$ cat config.mk
export PLATFORM = sky130hd
export DESIGN_NAME = i2c_xfer_seq
export DESIGN_NICKNAME = d
export VERILOG_FILES = /design/src/rtl/i2c_bcs_pkg.sv /design/src/rtl/bcs_cfg_regs.sv /design/src/rtl/bcs_byte_ctr.sv /design/src/rtl/bcs_end_fsm.sv /design/src/rtl/i2c_xfer_seq.sv
export SDC_FILE = /design/constraint.sdc
export NUM_CORES = 1
export LEC_CHECK = 0
export ABC_AREA = 1
export ABC_CLOCK_PERIOD_IN_PS = 1400
export BUFFER_PORTS_ARGS = -buffer_cell sky130_fd_sc_hd__buf_2
export CAP_MARGIN = 10
export CORE_UTILIZATION = 43
export CTS_CLUSTER_DIAMETER = 60
export CTS_CLUSTER_SIZE = 25
export DETAILED_ROUTE_END_ITERATION = 6
export PLACE_DENSITY = 0.7
export SKIP_CTS_REPAIR_TIMING = 1
export SYNTH_ARGS = -nofsm -noshare
export SYNTH_HDL_FRONTEND = slang
export SYNTH_SLANG_ARGS = --single-unit
$ cat constraint.sdc
create_clock -name clk -period 1.4 [get_ports clk]
set_input_delay 0.21 -clock clk [delete_from_list [all_inputs] [get_ports clk]]
set_output_delay 0.21 -clock clk [all_outputs]
set_load 0.05 [all_outputs]
$ cat src/rtl/i2c_bcs_pkg.sv
package i2c_bcs_pkg;
  typedef enum logic [2:0] {
    SEQ_IDLE,
    SEQ_RUN,
    SEQ_PEC,
    SEQ_HOLD_TC,
    SEQ_HOLD_TCR
  } seq_state_e;
endpackage

$ cat src/rtl/bcs_cfg_regs.sv
module bcs_cfg_regs #(
  parameter int CNT_W = 8
) (
  input  logic             clk,
  input  logic             rst_n,
  input  logic             kill,
  input  logic             cfg_we,
  input  logic [CNT_W-1:0] cfg_count,
  input  logic             cfg_autoend,
  input  logic             cfg_reload,
  input  logic             cfg_pec_set,
  input  logic             cfg_start,
  input  logic             start_sent,
  input  logic             pec_clr,
  output logic [CNT_W-1:0] count_q,
  output logic             autoend_q,
  output logic             reload_q,
  output logic             pec_q,
  output logic             start_pend_q,
  output logic             count_load
);
  logic [CNT_W-1:0] count_d;
  logic             autoend_d, reload_d, pec_d, start_pend_d;

  // Count accepted only when no START is waiting
  assign count_load = cfg_we && !start_pend_q;

  always_comb begin
    count_d      = count_q;
    autoend_d    = autoend_q;
    reload_d     = reload_q;
    pec_d        = pec_q;
    start_pend_d = start_pend_q;
    if (count_load) count_d = cfg_count;
    if (cfg_we) begin
      autoend_d = cfg_autoend;
      reload_d  = cfg_reload;
    end
    if (cfg_we && cfg_pec_set) pec_d = 1'b1;
    if (pec_clr)               pec_d = 1'b0;
    if (start_sent)                 start_pend_d = 1'b0;
    if (cfg_we && cfg_start)        start_pend_d = 1'b1;
    if (kill) begin
      pec_d        = 1'b0;
      start_pend_d = 1'b0;
    end
  end

  always_ff @(posedge clk or negedge rst_n) begin
    if (!rst_n) begin
      count_q      <= '0;
      autoend_q    <= 1'b0;
      reload_q     <= 1'b0;
      pec_q        <= 1'b0;
      start_pend_q <= 1'b0;
    end else begin
      count_q      <= count_d;
      autoend_q    <= autoend_d;
      reload_q     <= reload_d;
      pec_q        <= pec_d;
      start_pend_q <= start_pend_d;
    end
  end
endmodule

$ cat src/rtl/bcs_byte_ctr.sv
module bcs_byte_ctr #(
  parameter int CNT_W = 8
) (
  input  logic             clk,
  input  logic             rst_n,
  input  logic             kill,
  input  logic             clr,
  input  logic             inc,
  input  logic [CNT_W-1:0] limit,
  output logic             reached
);
  logic [CNT_W-1:0] done_q, done_d;

  assign reached = (done_q == limit);

  always_comb begin
    done_d = done_q;
    if (inc)         done_d = done_q + 1'b1;
    if (clr || kill) done_d = '0;
  end

  always_ff @(posedge clk or negedge rst_n) begin
    if (!rst_n) done_q <= '0;
    else        done_q <= done_d;
  end
endmodule

$ cat src/rtl/bcs_end_fsm.sv
module bcs_end_fsm
  import i2c_bcs_pkg::*;
(
  input  logic clk,
  input  logic rst_n,
  input  logic kill,
  input  logic start_sent,
  input  logic start_pend,
  input  logic byte_done,
  input  logic reached,
  input  logic reload_q,
  input  logic autoend_q,
  input  logic pec_q,
  input  logic cfg_we,
  input  logic cfg_start,
  input  logic cfg_stop,
  input  logic count_load,
  output logic ctr_clr,
  output logic ctr_inc,
  output logic pec_done,
  output logic stop_req,
  output logic scl_hold,
  output logic tc_flag,
  output logic tcr_flag,
  output logic pec_slot
);
  seq_state_e state_q, state_d;
  logic       stop_q, stop_d;

  always_comb begin
    state_d  = state_q;
    stop_d   = 1'b0;
    ctr_clr  = 1'b0;
    pec_done = 1'b0;
    unique case (state_q)
      SEQ_IDLE: if (start_sent && start_pend) begin
        state_d = SEQ_RUN;
        ctr_clr = 1'b1;
      end
      SEQ_RUN: if (reached) begin
        if (reload_q)       state_d = SEQ_HOLD_TCR;
        else if (pec_q)     state_d = SEQ_PEC;
        else if (autoend_q) begin
          state_d = SEQ_IDLE;
          stop_d  = 1'b1;
        end else            state_d = SEQ_HOLD_TC;
      end
      SEQ_PEC: if (byte_done || !pec_q) begin
        pec_done = byte_done;
        if (autoend_q) begin
          state_d = SEQ_IDLE;
          stop_d  = 1'b1;
        end else state_d = SEQ_HOLD_TC;
      end
      SEQ_HOLD_TC: begin
        if (cfg_we && cfg_stop) begin
          state_d = SEQ_IDLE;
          stop_d  = 1'b1;
        end else if (cfg_we && cfg_start) state_d = SEQ_IDLE;
      end
      SEQ_HOLD_TCR: if (count_load) begin
        state_d = SEQ_RUN;
        ctr_clr = 1'b1;
      end
      default: state_d = SEQ_IDLE;
    endcase
    if (kill) begin
      state_d = SEQ_IDLE;
      stop_d  = 1'b0;
    end
  end

  assign ctr_inc  = byte_done && (state_q == SEQ_RUN) && !reached;
  assign tc_flag  = (state_q == SEQ_HOLD_TC);
  assign tcr_flag = (state_q == SEQ_HOLD_TCR);
  assign scl_hold = tc_flag || tcr_flag;
  assign pec_slot = (state_q == SEQ_PEC) && pec_q;
  assign stop_req = stop_q;

  always_ff @(posedge clk or negedge rst_n) begin
    if (!rst_n) begin
      state_q <= SEQ_IDLE;
      stop_q  <= 1'b0;
    end else begin
      state_q <= state_d;
      stop_q  <= stop_d;
    end
  end
endmodule

$ cat src/rtl/i2c_xfer_seq.sv
module i2c_xfer_seq #(
  parameter int CNT_W = 8
) (
  input  logic             clk,
  input  logic             rst_n,
  input  logic             periph_en,
  input  logic             soft_rst,
  input  logic             cfg_we,
  input  logic [CNT_W-1:0] cfg_count,
  input  logic             cfg_autoend,
  input  logic             cfg_reload,
  input  logic             cfg_pec_set,
  input  logic             cfg_start,
  input  logic             cfg_stop,
  input  logic             start_sent,
  input  logic             byte_done,
  input  logic             addr_match,
  input  logic             bus_stop_seen,
  output logic             stop_req,
  output logic             scl_hold,
  output logic             tc_flag,
  output logic             tcr_flag,
  output logic             pec_slot
);
  logic             kill;
  logic [CNT_W-1:0] count_q;
  logic             autoend_q, reload_q, pec_q, start_pend_q, count_load;
  logic             ctr_clr, ctr_inc, reached, pec_done, pec_clr;

  assign kill    = soft_rst || !periph_en;
  assign pec_clr = pec_done || bus_stop_seen || addr_match;

  bcs_cfg_regs #(.CNT_W(CNT_W)) u_cfg (
    .clk          (clk),
    .rst_n        (rst_n),
    .kill         (kill),
    .cfg_we       (cfg_we),
    .cfg_count    (cfg_count),
    .cfg_autoend  (cfg_autoend),
    .cfg_reload   (cfg_reload),
    .cfg_pec_set  (cfg_pec_set),
    .cfg_start    (cfg_start),
    .start_sent   (start_sent),
    .pec_clr      (pec_clr),
    .count_q      (count_q),
    .autoend_q    (autoend_q),
    .reload_q     (reload_q),
    .pec_q        (pec_q),
    .start_pend_q (start_pend_q),
    .count_load   (count_load)
  );

  bcs_byte_ctr #(.CNT_W(CNT_W)) u_ctr (
    .clk     (clk),
    .rst_n   (rst_n),
    .kill    (kill),
    .clr     (ctr_clr),
    .inc     (ctr_inc),
    .limit   (count_q),
    .reached (reached)
  );

  bcs_end_fsm u_fsm (
    .clk        (clk),
    .rst_n      (rst_n),
    .kill       (kill),
    .start_sent (start_sent),
    .start_pend (start_pend_q),
    .byte_done  (byte_done),
    .reached    (reached),
    .reload_q   (reload_q),
    .autoend_q  (autoend_q),
    .pec_q      (pec_q),
    .cfg_we     (cfg_we),
    .cfg_start  (cfg_start),
    .cfg_stop   (cfg_stop),
    .count_load (count_load),
    .ctr_clr    (ctr_clr),
    .ctr_inc    (ctr_inc),
    .pec_done   (pec_done),
    .stop_req   (stop_req),
    .scl_hold   (scl_hold),
    .tc_flag    (tc_flag),
    .tcr_flag   (tcr_flag),
    .pec_slot   (pec_slot)
  );
endmodule

Word level (Yosys, flattened, before mapping). Index checks and enable logic that the tools add are counted.

Register bits: 24. Input port bits: 22. Word-level logic and storage cells: 74.

$add $sub $neg: 1. Equality and inequality tests: 10. Multiplexer cells: 32. Reductions and logical operators: 23.

Operators by type and width (count): 2-to-1 mux 3 bit (9); 2-to-1 mux 1 bit (17); 2-to-1 mux 8 bit (2); case mux 3 bit (5 select lines) (1); inequality test 3 x 2 -> 1 bit, second input constant (3); adder 8 x 1 -> 8 bit, second input constant (1); == test 8 bit (1); logical AND 1 bit (8); == test 3 x 2 -> 1 bit, second input constant (2); logical OR 1 bit (6); nonzero test 3 bit (2); AND reduction 5 bit (1); logical NOT 1 bit (4); inequality test 4 bit, second input constant (1); == test 3 x 1 -> 1 bit, second input constant (1); == test 3 bit, second input constant (1); logical NOT 3 bit (1); inequality test 3 bit, second input constant (1); case mux 1 bit (3 select lines) (1); 2-to-1 mux 2 bit (1); case mux 1 bit (2 select lines) (1); nonzero test 2 bit (1).

Longest topological paths before layout.
Depth after elaboration: 8. Depth in mapped cells: 10. Gate-level depth less buffers: 10.

By module. From an unflattened synthesis, not the netlist that was laid out.

Cells, all modules: 229. Area total of the unflattened synthesis: 1519.0 µm².

By module, submodules not included: bcs_byte_ctr (times used 1, cells each 93, area each 563.0 µm², seq. area each 200.2 µm²); bcs_cfg_regs (times used 1, cells each 56, area each 485.5 µm², seq. area each 300.3 µm²); bcs_end_fsm (times used 1, cells each 75, area each 451.7 µm², seq. area each 100.1 µm²); i2c_xfer_seq (times used 1, cells each 5, area each 18.8 µm², seq. area each 0.0 µm²).

Worst setup path before layout. Ideal clock, no wire load.

Path type: register -> output. Start point: reg u_fsm.state_q[2]. End point: out scl_hold. Data arrival time: 1658 ps. Slack: -468 ps. Cell stages (with the launch flop): 4. Path buffers: 0. Cells stage by stage: dfrtp_1 > inv_1 > nand2_1 > o21ai_0.

Word-level cells in the longest chain between the ends: 2. Elaborated cells between the ends (all ways): 3. Classes of those cells: 2 x eq/ne; 1 x reduce/logical.

Ends and longest elaborated chain: start: declaration (RTL line bcs_end_fsm.sv:27) `seq_state_e state_q, state_d;`; start signal: assignment (RTL line bcs_end_fsm.sv:85) `state_q <= state_d;`; == test 3 x 2 -> 1 bit / == test 3 bit (equally long branches) (RTL line bcs_end_fsm.sv:74, bcs_end_fsm.sv:75); logical OR 1 bit * (RTL line bcs_end_fsm.sv:76) `assign scl_hold = tc_flag || tcr_flag;`; end: declaration (RTL line i2c_xfer_seq.sv:20) `output logic scl_hold,`.

Mark *: on every way between the ends. The rest lies on a longest branch, timed or not.

Worst setup path after layout.
Start point: reg u_fsm.state_q[2]. End point: out tc_flag.

Word-level cells in the longest chain between the ends: 1.

Ends and longest elaborated chain: == test 3 x 2 -> 1 bit (RTL line bcs_end_fsm.sv:74) `assign tc_flag = (state_q == SEQ_HOLD_TC);`; end: declaration (RTL line i2c_xfer_seq.sv:21) `output logic tc_flag,`.

Every way passes these cells.

==> results.json <==
{
  "power.density_nw_per_um2": 670,
  "hpwl_mm": 2.50,
  "fin_skew_ps": 1.14,
  "fin_tns_setup_ps": -1280,
  "ys_ff_latch": 24,
  "clock-sinks": 24,
  "rsz0062_at_grt": "yes",
  "most-common-layout-cells": "60 x nand2_1, 24 x inv_1, 22 x buf_2",
  "avgSynthCellArea_um2": 7.34,
  "fin_ws_ps": -185,
  "drt_first_pass_iters": 4,
  "path_clk_slew_ps": 130,
  "synth_top_area_share": 0.399,
  "power.leakage_nw": 0.996,
  "clockBufferDepth": 2,
  "crit_path_start_kind": "flop",
  "end_kind": "output pin",
  "grt_first_pass_wirelength_mm": 5.20,
  "critPathCapture": "tc_flag",
  "finalPower_mw": 1.32,
  "port_buffers": 26,
  "drtIter0Drc": 43,
  "syn_area_um2": 1500,
  "peakVddDrop_uv": 385,
  "layoutNonFillerInstCount": 301,
  "p_sw_frac": 0.266,
  "cts_max_level": 1,
  "seqPwrFrac": 0.564,
  "syn_inst": 205,
  "setup_violations": 13,
  "grt_pass1_vias": 1262,
  "pre_cts_ws_ps": -33.0,
  "fin_area_um2": 1970,
  "antenna_found_initial": 0,
  "ant_nets": 0,
  "r2r_start": "u_fsm.state_q[2]",
  "clkLatencyLatePin_ps": 320,
  "cts_tree": "done",
  "tightestPinTransition_ps": 532,
  "fmax_mhz": 631,
  "violations": "negative setup slack",
  "nets": 279,
  "final_max_slew_viol_count": 0,
  "placed_cells": 289,
  "min_path_type": "input pin to flop",
  "maxCapViolCount": 0,
  "fp.dieH_um": 61.1,
  "drc_errors": 0,
  "n_antenna_cell": 0,
  "synth_cell_types": 25,
  "num_vias": 1445,
  "pwr-share-comb": 0.158,
  "rows": 21,
  "synth_area_leader_cell": "dfrtp_1",
  "cts_made_buffers": 3,
  "grt_usage": 0.191,
  "ios": 27,
  "rr_endpoint": "u_ctr.done_q[7]",
  "layout_commonest_cell": "nand2_1",
  "synth_area_leaders": "dfrtp_1 40%, nand2_1 15%, inv_1 6.5%",
  "drive_gt1_frac": 0.357,
  "status": "finished with violations",
  "timing.hold.ws_ps": 43.9,
  "relSlewSlack": 0.646,
  "die_w_um": 61.1,
  "hold_viol_final": 0,
  "area_delta_synth_final_pct": 30.7,
  "totalWireLength_mm": 3.32,
  "rr_worst_depth": 8,
  "crit_start": "u_fsm.state_q[2]",
  "initial_core_util": 0.451,
  "wl_per_cell_um": 11.0,
  "place_area_um2": 1790,
  "ys_seq_area_frac": 0.399,
  "period_share": 1.13,
  "core_um2": 3340,
  "synth_nets": 228,
  "cts-root-buf": "clkbuf_4",
  "vias_per_cell": 4.80,
  "intPower_uw": 966,
  "grt_max_degree": 25,
  "power_frac_clock": 0.278,
  "switchingPower_uw": 351,
  "gp_congestion": 0.842,
  "regToRegSetupSlack_ps": -90,
  "overflow": 0,
  "post-route-min-period_ps": 1580,
  "critPathRequiredTime_ps": 1190,
  "path_max_fanout": 3,
  "ys_warn_count": 0,
  "die-area_um2": 3740,
  "finish.utilization": 0.589,
  "worstSetupPathType": "flop to output pin",
  "cp.arrival_ps": 1370
}
## layer usage
layer | GRT usage | vias up | share of wire
met5 | 0 | - | 0
met4 | 0.0682 | 0 | 0.013
met3 | 0.0189 | 5 | 0.033
met2 | 0.340 | 32 | 0.51
met1 | 0.240 | 661 | 0.45
li1 | - | 747 | -
## worst min path at each step
| stage | from | endpoint | slack, ps | depth (start not counted) |
|---|---|---|---|---|
| after floorplan | rst_n | u_cfg.autoend_q | -90 | 0 |
| after global placement | rst_n | u_cfg.count_q[7] | 220 | 1 |
| after detailed placement | rst_n | u_ctr.done_q[7] | 220 | 1 |
| after CTS | rst_n | u_ctr.done_q[7] | -140 | 1 |
| after global routing | addr_match | u_cfg.pec_q | 30 | 2 |
| final | addr_match | u_cfg.pec_q | 40 | 2 |
## cell families after synthesis
kind of cell,Yosys count,synth area share
flops,24,0.399
buf+inv,33,0.0840
compound gates,21,0.0857
simple gates,119,0.382
fa+ha+maj,1,0.00832
xor+xnor,7,0.0408
## registers in the layout (all words and copies together) (netlist names)
signal,flops
u_ctr.done_q,8
u_cfg.pec_q,1
u_cfg.autoend_q,1
u_cfg.count_q,8
u_fsm.stop_req,1
u_fsm.state_q,3
u_cfg.reload_q,1
u_cfg.start_pend_q,1
## cell type report
cell class                      instances  area [µm²]
Clock buffer                            4        36.3
Fill cell                             332        1370
Inverter                               31         119
Multi-Input combinational cell        148         818
Sequential cell                        24         604
Tap cell                               46        57.6
Timing Repair Buffer                   48         330
## power groups by stage
| stage | combinational [mW] | sequential, mW | clock [mW] |
|---|---|---|---|
| global placement | 0.200 | 0.755 | 0 |
| floorplan | 0.121 | 0.752 | 0 |
| CTS | 0.204 | 0.743 | 0.378 |
| detailed placement | 0.203 | 0.756 | 0 |
| global route | 0.238 | 0.747 | 0.397 |
| finish | 0.208 | 0.743 | 0.366 |
## cell usage after synthesis
master     count
nand2_2        7
nor3b_1        1
nand3_1       14
nand2_1       61
nor4_1         1
nor3_2         1
nor2_4         2
nor2_1        15
buf_2          2
inv_1         26
inv_2          5
xnor2_1        3
a2bb2oi_1      1
nor2_2         6
o21ai_0       11
nand2_8        1
ha_1           1
nor3_1         1
nand2_4        2
a21oi_1        3
o21ai_2        5
a31oi_1        1
nand4_1        7
xor2_1         4
dfrtp_1       24
## worst max-delay path, cell delays in order (launching register included)
cell and delay (ps):
dfrtp_2 450, inv_2 100, nand2_4 60, buf_4 150, nor2_4 140, buf_8 160
Power figures use the tool's default switching activity.
